===== config.mk =====
export PLATFORM = sky130hd
export DESIGN_NAME = irq_list_walker
export DESIGN_NICKNAME = d
export VERILOG_FILES = /design/src/rtl/irqw_pkg.sv /design/src/rtl/irqw_level_pick.sv /design/src/rtl/irqw_visit_guard.sv /design/src/rtl/irq_list_walker.sv
export SDC_FILE = /design/constraint.sdc
export NUM_CORES = 1
export LEC_CHECK = 0
export BUFFER_PORTS_ARGS = -buffer_cell sky130_fd_sc_hd__buf_2
export CORE_MARGIN = 2
export CORE_UTILIZATION = 47
export CTS_CLUSTER_DIAMETER = 60
export DETAILED_ROUTE_END_ITERATION = 12
export PLACE_DENSITY = 0.74
export REMOVE_ABC_BUFFERS = 1
export SYNTH_ARGS = -nofsm -noshare
export SYNTH_HDL_FRONTEND = slang
export SYNTH_SLANG_ARGS = --single-unit

===== constraint.sdc =====
create_clock -name clk -period 3.5 [get_ports clk]
set_input_delay 0.175 -clock clk [delete_from_list [all_inputs] [get_ports clk]]
set_output_delay 0.175 -clock clk [all_outputs]
set_load 0.01 [all_outputs]

===== src/rtl/irqw_pkg.sv =====
package irqw_pkg;

  typedef enum logic [3:0] {
    ST_IDLE,
    ST_POLL,
    ST_CLEAR,
    ST_VEC_REQ,
    ST_VEC_WAIT,
    ST_VISIT,
    ST_NEXT_REQ,
    ST_NEXT_WAIT,
    ST_TYPE_REQ,
    ST_TYPE_WAIT,
    ST_HANDLE,
    ST_HALT
  } walk_state_e;

  typedef enum logic [1:0] {
    HC_NONE    = 2'd0,
    HC_TRAPLVL = 2'd1,
    HC_RUNAWAY = 2'd2
  } halt_cause_e;

  localparam int unsigned TRAP_LEVELS = 2;

endpackage


===== src/rtl/irqw_level_pick.sv =====
module irqw_level_pick #(
  parameter int unsigned NLEVELS = 16,
  localparam int unsigned LW = $clog2(NLEVELS)
) (
  input  logic [NLEVELS-1:0] pending_i,
  output logic               any_o,
  output logic [LW-1:0]      level_o
);

  always_comb begin
    level_o = '0;
    for (int i = NLEVELS - 1; i >= 0; i--) begin
      if (pending_i[i]) level_o = LW'(i);
    end
    any_o = |pending_i;
  end

endmodule


===== src/rtl/irqw_visit_guard.sv =====
module irqw_visit_guard #(
  parameter int unsigned MAX_VISITS = 1024,
  localparam int unsigned CW = $clog2(MAX_VISITS + 1)
) (
  input  logic clk,
  input  logic rst_n,
  input  logic clr_i,
  input  logic inc_i,
  output logic limit_o
);

  logic [CW-1:0] cnt_q;
  logic [CW-1:0] cnt_d;
  logic          cnt_en;

  always_comb begin
    cnt_en = clr_i | inc_i;
    cnt_d  = cnt_q;
    if (clr_i)      cnt_d = '0;
    else if (inc_i) cnt_d = cnt_q + CW'(1);
  end

  always_ff @(posedge clk or negedge rst_n) begin
    if (!rst_n)      cnt_q <= '0;
    else if (cnt_en) cnt_q <= cnt_d;
  end

  assign limit_o = (cnt_q >= CW'(MAX_VISITS));

endmodule


===== src/rtl/irq_list_walker.sv =====
module irq_list_walker
  import irqw_pkg::*;
#(
  parameter int unsigned    NLEVELS    = 16,
  parameter int unsigned    AW         = 24,
  parameter int unsigned    DW         = 32,
  parameter int unsigned    MAX_VISITS = 1024,
  parameter logic [AW-1:0]  VEC_BASE   = '0,
  localparam int unsigned   LW         = $clog2(NLEVELS)
) (
  input  logic               clk,
  input  logic               rst_n,
  input  logic               start_i,
  output logic               done_o,
  input  logic [NLEVELS-1:0] pending_i,
  output logic               evw_valid_o,
  input  logic               evw_ready_i,
  output logic [LW-1:0]      evw_level_o,
  output logic [DW-1:0]      evw_data_o,
  output logic               rd_req_o,
  input  logic               rd_gnt_i,
  output logic [AW-1:0]      rd_addr_o,
  input  logic               rd_rvalid_i,
  input  logic [DW-1:0]      rd_data_i,
  output logic               hreq_o,
  input  logic               hack_i,
  output logic [AW-1:0]      hdesc_addr_o,
  output logic [DW-1:0]      hdev_type_o,
  output logic               halt_o,
  output logic [1:0]         halt_cause_o
);

  walk_state_e state_q, state_d;
  logic [LW-1:0] lvl_q, lvl_d;
  logic [AW-1:0] cur_q, cur_d;
  logic [AW-1:0] nxt_q, nxt_d;
  logic [DW-1:0] typ_q, typ_d;
  halt_cause_e   cause_q, cause_d;
  logic          done_q, done_d;

  logic          any_pend;
  logic [LW-1:0] top_lvl;
  logic          guard_clr, guard_inc, guard_limit;
  logic [AW-1:0] rd_ptr;

  irqw_level_pick #(.NLEVELS(NLEVELS)) u_pick (
    .pending_i (pending_i),
    .any_o     (any_pend),
    .level_o   (top_lvl)
  );

  irqw_visit_guard #(.MAX_VISITS(MAX_VISITS)) u_guard (
    .clk     (clk),
    .rst_n   (rst_n),
    .clr_i   (guard_clr),
    .inc_i   (guard_inc),
    .limit_o (guard_limit)
  );

  assign rd_ptr = rd_data_i[AW-1:0];

  // next-state
  always_comb begin
    state_d   = state_q;
    lvl_d     = lvl_q;
    cur_d     = cur_q;
    nxt_d     = nxt_q;
    typ_d     = typ_q;
    cause_d   = cause_q;
    done_d    = 1'b0;
    guard_clr = 1'b0;
    guard_inc = 1'b0;
    unique case (state_q)
      ST_IDLE: begin
        if (start_i) state_d = ST_POLL;
      end
      ST_POLL: begin
        if (!any_pend) begin
          done_d  = 1'b1;
          state_d = ST_IDLE;
        end else if (top_lvl < LW'(TRAP_LEVELS)) begin
          cause_d = HC_TRAPLVL;
          state_d = ST_HALT;
        end else begin
          lvl_d   = top_lvl;
          state_d = ST_CLEAR;
        end
      end
      ST_CLEAR: begin
        if (evw_ready_i) state_d = ST_VEC_REQ;
      end
      ST_VEC_REQ: begin
        if (rd_gnt_i) state_d = ST_VEC_WAIT;
      end
      ST_VEC_WAIT: begin
        if (rd_rvalid_i) begin
          guard_clr = 1'b1;
          cur_d     = rd_ptr;
          state_d   = (rd_ptr == '0) ? ST_POLL : ST_VISIT;
        end
      end
      ST_VISIT: begin
        if (guard_limit) begin
          cause_d = HC_RUNAWAY;
          state_d = ST_HALT;
        end else begin
          guard_inc = 1'b1;
          state_d   = ST_NEXT_REQ;
        end
      end
      ST_NEXT_REQ: begin
        if (rd_gnt_i) state_d = ST_NEXT_WAIT;
      end
      ST_NEXT_WAIT: begin
        if (rd_rvalid_i) begin
          nxt_d   = rd_ptr;
          state_d = ST_TYPE_REQ;
        end
      end
      ST_TYPE_REQ: begin
        if (rd_gnt_i) state_d = ST_TYPE_WAIT;
      end
      ST_TYPE_WAIT: begin
        if (rd_rvalid_i) begin
          typ_d   = rd_data_i;
          state_d = ST_HANDLE;
        end
      end
      ST_HANDLE: begin
        if (hack_i) begin
          if (nxt_q == '0) begin
            state_d = ST_POLL;
          end else begin
            cur_d   = nxt_q;
            state_d = ST_VISIT;
          end
        end
      end
      ST_HALT: begin
        state_d = ST_HALT;
      end
      default: state_d = ST_IDLE;
    endcase
  end

  // registers
  always_ff @(posedge clk or negedge rst_n) begin
    if (!rst_n) begin
      state_q <= ST_IDLE;
      lvl_q   <= '0;
      cur_q   <= '0;
      nxt_q   <= '0;
      typ_q   <= '0;
      cause_q <= HC_NONE;
      done_q  <= 1'b0;
    end else begin
      state_q <= state_d;
      lvl_q   <= lvl_d;
      cur_q   <= cur_d;
      nxt_q   <= nxt_d;
      typ_q   <= typ_d;
      cause_q <= cause_d;
      done_q  <= done_d;
    end
  end

  // outputs
  always_comb begin
    rd_req_o  = 1'b0;
    rd_addr_o = '0;
    unique case (state_q)
      ST_VEC_REQ: begin
        rd_req_o  = 1'b1;
        rd_addr_o = VEC_BASE + AW'(lvl_q);
      end
      ST_NEXT_REQ: begin
        rd_req_o  = 1'b1;
        rd_addr_o = cur_q;
      end
      ST_TYPE_REQ: begin
        rd_req_o  = 1'b1;
        rd_addr_o = cur_q + AW'(1);
      end
      default: ;
    endcase
  end

  assign evw_valid_o  = (state_q == ST_CLEAR);
  assign evw_level_o  = lvl_q;
  assign evw_data_o   = '0;
  assign hreq_o       = (state_q == ST_HANDLE);
  assign hdesc_addr_o = cur_q;
  assign hdev_type_o  = typ_q;
  assign halt_o       = (state_q == ST_HALT);
  assign halt_cause_o = cause_q;
  assign done_o       = done_q;

endmodule


# == Yosys cells after proc, flatten, opt, wreduce, memory -nomap -nowiden ==
# Index checks and enable logic that the tools add are counted.
# totals
out_inout_bits,123
word_cells,102
register_bits,102
in_bits,55
# op_classes
n_eq_ne,24
n_mux,49
add_sub_neg,2
bitwise_logic,2
magnitude_cmp,2
reduce_logical,15
# op_table
op,n
$mux W4,28
$mux W24,3
$pmux W24 S3,1
$logic_not A24 Y1,2
$pmux W24 S2,1
$pmux W4 S12,1
$add A24 B1 Y24 const B,1
$mux W11,2
$ne A2 B2 Y1 const B,11
$eq A4 B3 Y1 const B,4
$eq A4 B4 Y1 const B,4
$reduce_or A16 Y1,1
$add A11 B1 Y11 const B,1
$ge A11 B11 Y1 const B,1
$reduce_and A9 Y1,1
$eq A4 B2 Y1 const B,2
$reduce_and A4 Y1,2
$mux W1,7
$mux W2,3
$mux W3,2
$reduce_and A2 Y1,3
$reduce_bool A2 Y1,3
$eq A4 B1 Y1 const B,1
$logic_not A4 Y1,1
7 further kinds,8

# == Longest topological paths before layout ==
# Gate-level depths: netlist (run 1).
# depth
word_depth,20
depth_mapped,7
mapped_depth_nobuf,6

# == Hierarchy ==
# Synthesis (run 1) repeated with hierarchy kept, for this count alone.
# unflattened
hier_cells,552
area_unflattened_um2,5898.2
# modules_own_cells
mod,area_per_inst_um2,cells_each,seq_area_each_um2,instances
irq_list_walker,5154.9,462,2277.2,1
irqw_visit_guard,566.8,56,275.3,1
irqw_level_pick,176.4,34,0.0,1

# == Worst setup path after synthesis (run 1) ==
# No wires, ideal clock.
# synth_timing
path_kind,reg-to-output
startpoint,"register cur_q[2], in the netlist hdesc_addr_o[2]"
endpoint,output rd_addr_o[17]
t_arrival_ns,1.790
stages_incl_launch_ff,6
required_ns,3.325
path_buffers,1
setup_slack_ns,1.535
cell_sequence,dfrtp_1 > buf_2 > nand4_1 > nor4_2 > nand4_1 > o21ai_0
# synth_between
elab_chain_len,2
# synth_lines
item,line_no,rtl
start: declaration,irq_list_walker.sv:35,"logic [AW-1:0] cur_q, cur_d;"
start signal: assignment,irq_list_walker.sv:159,cur_q <= cur_d;
$add A24 B1 Y24,irq_list_walker.sv:182,rd_addr_o = cur_q + AW'(1);
$pmux W24 S3,irq_list_walker.sv:171,unique case (state_q)
end: declaration,irq_list_walker.sv:22,"output logic [AW-1:0] rd_addr_o,"
# Every way passes these cells.

# == Final worst setup path (run 1) ==
# layout_timing
startpoint,register state_q[1]
endpoint,output rd_addr_o[4]
# layout_between
elab_chain_len,2
word_cells_on_any_way,4
classes_between,eq/ne: 3; mux: 1
# layout_lines
item,line_no,rtl
start: declaration,irq_list_walker.sv:33,"walk_state_e state_q, state_d;"
start signal: assignment,irq_list_walker.sv:157,state_q <= state_d;
$eq A4 B4 Y1 (tied with other cells),irq_list_walker.sv:171,
$pmux W24 S3 *,irq_list_walker.sv:171,
# Mark *: on every way between the ends. The rest lies on a longest branch, timed or not.

==> flow_summary.yaml, run 1 <==
outcome:
  status: "finished clean"
detailed_routing:
  vias: 4671
  wl_per_cell_um: 16.96
  vias_per_cell: 5.662
  drtIter0Drc: 572
  final_antenna_net_count: 0
  wl_mm: 14.00
  post-route-drc-count: 0
  dr.pass1.iters: 6
yosys:
  ys_types: 63
  yosysSeqAreaShare_pct: 44.37
  netlist_instances: 539
  synth-edff-count: 0
  async_flop_share_pct: 100.0
  ys_warn_count: 0
  synthFlopType: "dfrtp_1"
  synth.avg_cell_area_um2: 10.67
  synthesis.area_um2: 5753
  ys_seq_elements: 102
clocking:
  cts_tree: "yes"
  cts_root_buf: "clkbuf_16"
  clock_sinks: 102
  cts.path.max_buffers: 2
  cts_hold_buffers: 0
  numCtsBuffers: 9
  ctsResizeCount: 0
  clk_latency_ps: 350
  path_clk_slew_ps: 70
  h-tree-depth: 3
  postCtsSetupRepairBufs: 0
floorplan:
  die_h_um: 114.6
  die_w_um: 114.6
  rows: 40
  die-area_um2: 13140
  core_um2: 11960
  start_util_pct: 48.10
  io_pins: 178
place:
  place_hpwl_mm: 10.39
  io_buffers: 145
  place_ws_ps: 730.4
  postPlaceCellArea_um2: 6450
  gp_congestion: 0.9093
timing:
  fin_crit_sh_pct: 84.22
  report.final.slew_viol_count: 0
  fmax_mhz: 339.2
  finalHoldViolCount: 0
  clock_skew_ps: 5.333
  final.min_clock_period_ps: 2948
  fin_ws_ps: 552.1
  worst_slew_pin_slew_ps: 1036
  setup_viol: 0
  finalSetupTns_ps: 0
  relSlewSlack_pct: 30.93
  whs_ps: 1.969
  rsz0062_at_grt: "false"
cells_and_area:
  fillers: 1053
  n_antenna_cell: 0
  area_growth_pct: 17.36
  final_cell_mix: "buf_2 (144), dfrtp_1 (102), mux2_2 (84), o21ai_0 (44), nand2_1 (36)"
  layout_commonest_cell: "buf_2"
  fin_area_um2: 6751
  drive_gt1_share_pct: 39.09
  final_util_pct: 56.44
  finalNetCount: 731
  regArea_um2: 2552
  multi_input_area_um2: 2922
grt:
  grt_pass1_wl_mm: 22.45
  grt_use_total_pct: 21.81
  overflow: 0
  grt_max_degree: 85
  grt_pass1_vias: 4541
  antenna_found_initial: 0
setup_path:
  path_class: "register to output port"
  slowest_delay_ps: 830
  end_kind: "output port"
  cp_max_fo: 22
  worst-path-buf-inv: 1
  cp_slowest_cell: "nor2_1"
  start_kind: "register"
  crit_path_frequent_cell: "o21ai_0"
  crit_required_ps: 3320
  crit_family: "simple AND/OR/NAND/NOR gates"
  worst_ep_arrival_time_ps: 2770
  crit_chain: "nand2b_1 > nor2_1 > o21ai_0 > o21ai_0 > buf_2"
power_and_ir_drop:
  vdd_drop_max_mv: 0.3446
  power.leakage_nw: 3.093
  power.density_nw_per_um2: 814.5
min_path:
  hp-class: "input pin to asynchronous set/reset pin"
flow_run:
  cap_viol_max_count: 0
## final cells by class
| class | instances | share of cell area, % |
|---|---|---|
| Clock inverter | 5 | 0.8710 |
| Inverter | 5 | 0.2780 |
| Multi-Input combinational cell | 404 | 43.27 |
| Clock buffer | 11 | 3.595 |
| Timing Repair Buffer | 151 | 11.45 |
| Tap cell | 147 | 2.724 |
| Sequential cell | 102 | 37.81 |
## final timing paths
check	cells past startpoint	slack [ps]	to	startpoint
worst max-delay path	5	550	rd_addr_o[4]	state_q[1]
worst min-delay path	1	2	hdev_type_o[13]	rst_n
worst max register to register	5	690	state_q[3]	state_q[1]
worst min register to register	1	480	halt_cause_o[0]	halt_cause_o[0]
max in group asynchronous	2	2640	hdev_type_o[25]	rst_n
min in group clk	2	50	evw_level_o[0]	pending_i[2]
## metal layers
metal	vias up	global-route usage, %	share of wire [%]
met5	-	0	0
met4	0	4.878	1.1
met3	19	6.088	7.7
met2	197	37.59	50
met1	2257	27.29	41
li1	2198	-	-
## cell usage after synthesis, drive strengths merged, types with 6 or more instances
library cell	n	share of area (%)
a21oi	15	1.6
a31oi	10	1.1
and3	7	0.76
buf	52	6.2
clkbuf	7	0.46
dfrtp	102	44
mux2	103	20
nand2	36	2.3
nand3	10	0.87
nand4	14	1.5
nor2	28	2.0
nor2b	6	0.65
nor3	9	0.78
nor4	20	2.5
o21ai	46	4.1
## sequential cells by signal (all words and copies together), names as in the netlist
name           flops
done_o             1
u_guard.cnt_q     11
halt_cause_o       2
hdev_type_o       32
evw_level_o        4
nxt_q             24
hdesc_addr_o      24
state_q            4
## worst register-to-register path, delay by kind of cell (launching register included)
kind,cells,cell delay [ps]
and+or+nand+nor,2,1360
DFF,1,750
AOI/OAI and AO/OA,3,600
## cells by family (layout without fill, tap and decap cells)
family                   count (synthesis)  count (layout)  share of synthesized area (%)
other                                    1              32                        0.06518
AO/OA/AOI/OAI                           97              97                          10.46
AND/OR/NAND/NOR                        156             156                          15.25
adder cells (fa/ha/maj)                  3               3                         0.6525
XOR/XNOR                                10              10                          1.522
flip-flops                             102             102                          44.37
buffers and inverters                   64             172                          7.003
multiplexers                           106             106                          20.68
## through the flow
stage	total power, mW	std cells
floorplan	3.565	511
global placement	4.391	809
detailed placement	4.512	809
CTS	5.533	825
global route	5.869	825
finish	5.499	825
## report_power, final
group | internal, mW | switching [mW] | leakage (nW)
combinational | 1.08 | 1.12 | 1.70
sequential | 1.69 | 0.600 | 1.26
clock | 0.574 | 0.430 | 0.142
total | 3.35 | 2.15 | 3.09
(Power assumes the default switching activity.)
==> inputs of run 2 (changes only) <==
Settings changed: PLACE_DENSITY 0.74 to 0.77.
Clock period 3.5 ns to 2.7 ns, I/O delays scaled along.
==> run 2 against run 1 <==
Compared with the run above:
- critical path type unchanged
- highest routed layer unchanged
- clock power is 42% higher
- wire length is 5.0% higher
- largest power group is now combinational cells
- flip-flop and latch count stayed put
==> flow_summary.yaml, run 2 (synthesized netlist as in run 1, its figures left out) <==
outcome:
  status: "finished clean"
detailed_routing:
  final_antenna_net_count: 0
  vias: 4773
  vias_per_cell: 5.682
  wl_per_cell_um: 17.50
  dr.pass1.iters: 6
  post-route-drc-count: 0
  wl_mm: 14.70
  drtIter0Drc: 642
cells_and_area:
  final_cell_mix: "buf_2 (144), dfrtp_1 (100), mux2_2 (84), o21ai_0 (44), nand2_1 (36)"
  area_growth_pct: 20.14
  fillers: 1007
  largest_register_ffs: 32
  final_cells: 840
  layout_commonest_cell: "buf_2"
  finalNetCount: 745
  multi_input_area_um2: 2922
  drive_gt1_share_pct: 39.74
  regArea_um2: 2555
timing:
  worst_slew_pin_slew_ps: 870.9
  whs_ps: 12.75
  report.final.slew_viol_count: 0
  setup_viol: 0
  fin_ws_ps: 149.7
  rsz0062_at_grt: "false"
  fmax_mhz: 392.1
  fin_crit_sh_pct: 94.46
  relSlewSlack_pct: 41.41
  final.min_clock_period_ps: 2550
  finalHoldViolCount: 0
  finalSetupTns_ps: 0
  clock_skew_ps: 6.688
setup_path:
  end_kind: "output port"
  r2r_cells: 7
  crit_required_ps: 2570
  crit_path_frequent_cell: "buf_4"
  crit_family: "simple AND/OR/NAND/NOR gates"
  cp_slowest_cell: "dfrtp_2"
  worst-path-buf-inv: 3
  cp_max_fo: 26
  path_class: "register to output port"
  worst_ep_arrival_time_ps: 2420
  slowest_delay_ps: 500
  cp.depth: 7
  crit_chain: "buf_4 > or4b_1 > buf_4 > nor3_1 > nor2_1 > a31oi_1 > buf_2"
  start_kind: "register"
grt:
  grt_use_total_pct: 22.98
  grt_pass1_wl_mm: 23.47
  grt_max_degree: 53
  antenna_found_initial: 1
  grt_pass1_vias: 4597
  overflow: 0
floorplan:
  die_w_um: 114.6
  rows: 40
  die_h_um: 114.6
  core_um2: 11960
  die-area_um2: 13140
  io_pins: 178
  start_util_pct: 48.10
power_and_ir_drop:
  vdd_drop_max_mv: 0.4388
  power.density_nw_per_um2: 1061
  power.total_mw: 7.333
  power.leakage_nw: 3.171
clocking:
  numCtsBuffers: 9
  h-tree-depth: 3
  path_clk_slew_ps: 70
  cts.path.max_buffers: 2
  cts_root_buf: "clkbuf_16"
  clk_latency_ps: 350
  cts_tree: "yes"
  clock_sinks: 102
place:
  place_ws_ps: 188.4
  place_hpwl_mm: 10.70
  place_inst: 817
  gp_congestion: 0.9053
  io_buffers: 145
min_path:
  hold_depth: 2
  hp-class: "input pin to register"
flow_run:
  cap_viol_max_count: 0
==> run 2: layout make-up <==
| type | instances | share of cell area (%) |
|---|---|---|
| diodes | 1 | 0.03621 |
| clock buffers | 10 | 3.313 |
| clock inverters | 6 | 1.376 |
| inverters | 5 | 0.2715 |
| multi-input cells | 404 | 42.27 |
| flip-flops and latches | 102 | 36.97 |
| well taps | 147 | 2.661 |
| repair buffers | 165 | 13.11 |
==> run 2: metrics by stage <==
step                instance area, um2  util (%)
floorplan                         5485         -
global placement                  6523     54.53
detailed placement                6523     54.53
CTS                               6897     57.66
global route                      6909     57.76
finish                            6912     57.78
==> run 2: path summary, 6_finish.rpt <==
| kind | start | endpoint | slack (ps) |
|---|---|---|---|
| worst max-delay path | state_q[3] | rd_addr_o[5] | 150 |
| max in group asynchronous | rst_n | hdev_type_o[11] | 1610 |
| min in group asynchronous | rst_n | hdev_type_o[13] | 360 |
| worst max register to register | state_q[3] | state_q[1] | 230 |
| worst min-delay path | rd_data_i[30] | hdev_type_o[30] | 10 |
| worst min register to register | halt_cause_o[0] | halt_cause_o[0] | 480 |
==> run 2: report_power, final <==
group | internal (mW) | leakage [nW] | switching [mW]
logic | 1.45 | 1.77 | 1.54
registers | 2.20 | 1.25 | 0.730
clock network | 0.821 | 0.151 | 0.596
==> run 2: routing by layer <==
metal	GRT usage, %	up-vias	wire [um]
met1	28.91	2317	6185
met4	10.00	0	316
met3	4.553	23	952
li1	-	2216	-
met5	0	-	0
met2	38.46	217	7246
==> run 2: what timing repair did <==
action,4_1_cts,5_1_grt
hold buffers,5,1
buffers inserted,0,0
endpoints found under the setup margin,0,3
hold endpoints to repair,55,1
gates resized for setup,0,2
==> inputs of run 3 (changes only) <==
Settings changed: CORE_MARGIN 2 to 10, MAX_ROUTING_LAYER set to met4.
==> run 3 against run 2 <==
Compared with the run above:
- clock-buffer cell count rose by 2
- clock power fell by 18%
- final area fell by 1.5%
- via count rose by 1.6%
- register-to-register slack barely moved
- sequential share of layout area rose by 0.53 points
- flip-flop and latch count did not move
- hold slack got worse by 1.8 ps
- global-route usage fell by 4.9 points
- non-clock buffer count fell by 3
- wire length rose by 6.5%
- largest power group unchanged
- highest routed layer unchanged
==> flow_summary.yaml, run 3 (synthesized netlist as in run 1, its figures left out) <==
cells_and_area:
  n_antenna_cell: 0
  finalNetCount: 742
  largest_register_ffs: 32
  drive_gt1_share_pct: 39.53
  final_cells: 835
  layout_commonest_cell: "buf_2"
  final_cell_mix: "buf_2 (144), dfrtp_1 (102), mux2_2 (84), o21ai_0 (44), nand2_1 (36)"
  fin_area_um2: 6807
  area_growth_pct: 18.31
grt:
  grt_max_degree: 61
  grt_pass1_wl_mm: 23.99
  grt_pass1_vias: 4703
  overflow: 0
  grt_use_total_pct: 18.07
  antenna_found_initial: 0
floorplan:
  rows: 40
  core_um2: 12010
  start_util_pct: 47.90
  die-area_um2: 17070
  die_h_um: 130.6
  io_pins: 178
  die_w_um: 130.6
place:
  postPlaceCellArea_um2: 6538
  place_hpwl_mm: 12.00
  gp_congestion: 0.9214
  io_buffers: 145
  place_inst: 819
clocking:
  clk_latency_ps: 340
  path_clk_slew_ps: 60
  numCtsBuffers: 9
  cts_tree: "yes"
  cts_root_buf: "clkbuf_16"
  h-tree-depth: 3
  cts.path.max_buffers: 2
  ctsResizeCount: 0
  clock_sinks: 102
timing:
  finalHoldViolCount: 0
  final.min_clock_period_ps: 2641
  worst_slew_pin_slew_ps: 854.2
  clock_skew_ps: 4.470
  fin_crit_sh_pct: 97.83
  relSlewSlack_pct: 42.93
  rsz0062_at_grt: "false"
  fmax_mhz: 378.6
  finalSetupTns_ps: 0
  setup_viol: 0
  report.final.slew_viol_count: 0
detailed_routing:
  final_antenna_net_count: 0
  vias: 4850
  vias_per_cell: 5.808
  wl_mm: 15.66
  dr.pass1.iters: 5
  drtIter0Drc: 411
  post-route-drc-count: 0
  wl_per_cell_um: 18.75
power_and_ir_drop:
  power.density_nw_per_um2: 1051
  power.leakage_nw: 3.126
  power.total_mw: 7.153
  vdd_drop_max_mv: 0.4485
setup_path:
  end_kind: "output port"
  crit_required_ps: 2570
  path_class: "register to output port"
  cp_max_fo: 26
  start_kind: "register"
  worst_ep_arrival_time_ps: 2510
flow_run:
  cap_viol_max_count: 0
outcome:
  status: "finished clean"
min_path:
  hp-class: "input pin to register"
==> run 3: changes by cell type in the layout (fill, tap and decap cells not counted) <==
cell / change
dfrtp_1: +2
dlygate4sd3_1: -5
clkbuf_1: +2
dfrtp_2: -2
diode_2: -1
bufinv_16: -2
buf_4: +2
clkinvlp_4: +1
clkinv_4: -1
inv_8: -1
==> run 3: worst paths after layout <==
kind | startpoint | slack (ps) | endpoint | cells past startpoint
max in group asynchronous | rst_n | 1590 | hdev_type_o[25] | 3
worst min register to register | hdev_type_o[2] | 500 | hdev_type_o[2] | 1
worst max-delay path | state_q[1] | 60 | rd_addr_o[5] | 6
worst max register to register | state_q[1] | 220 | state_q[2] | 6
min in group asynchronous | rst_n | 400 | hdev_type_o[13] | 2
worst min-delay path | pending_i[2] | 10 | evw_level_o[0] | 2
==> run 3: power by group <==
part           internal [mW]  switching (mW)
clock                  0.621           0.541
combinational           1.47            1.62
sequential              2.20           0.709
total                   4.28            2.87
==> run 3: timing repair <==
| action | in CTS | in global routing |
|---|---|---|
| buffers inserted | 0 | 0 |
| hold buffers | 1 | 0 |
| hold endpoints to repair | 59 | 0 |
==> run 3: critical path, cell delays in order (launching register included) <==
cell,delay [ps]
dfrtp_1,610
or4b_1,600
buf_4,240
nor3_1,210
nor2_1,60
a31oi_1,240
buf_2,200
==> run 3: metal layers <==
| metal | vias to the layer above | wire (um) | track usage (%) |
|---|---|---|---|
| li1 | 2219 | - | - |
| met1 | 2383 | 6287 | 21.82 |
| met2 | 222 | 7584 | 29.29 |
| met3 | 26 | 1475 | 4.875 |
| met4 | 0 | 308 | 4.971 |
| met5 | - | 0 | - |
==> run 3: area by class of cell <==
cell class,instances,area (um2)
clock inverter,3,22.52
timing repair buffer,162,870.8
sequential,102,2552
tap,147,183.9
inverter,5,18.77
fill,1010,5205
multi-input combinational,404,2922
clock buffer,12,236.5
==> run 3: stage by stage <==
stage / setup slack [ps] / utilization (%) / hold slack [ps]
after detailed placement: 246.9 / 54.43 / 264.7
after floorplan: 167.2 / - / -160.6
after global placement: 421.5 / 54.43 / 250.5
final: 58.57 / 56.67 / 10.94
after global routing: 0.2873 / 56.67 / 15.24
after CTS: 126.9 / 56.67 / 6.664
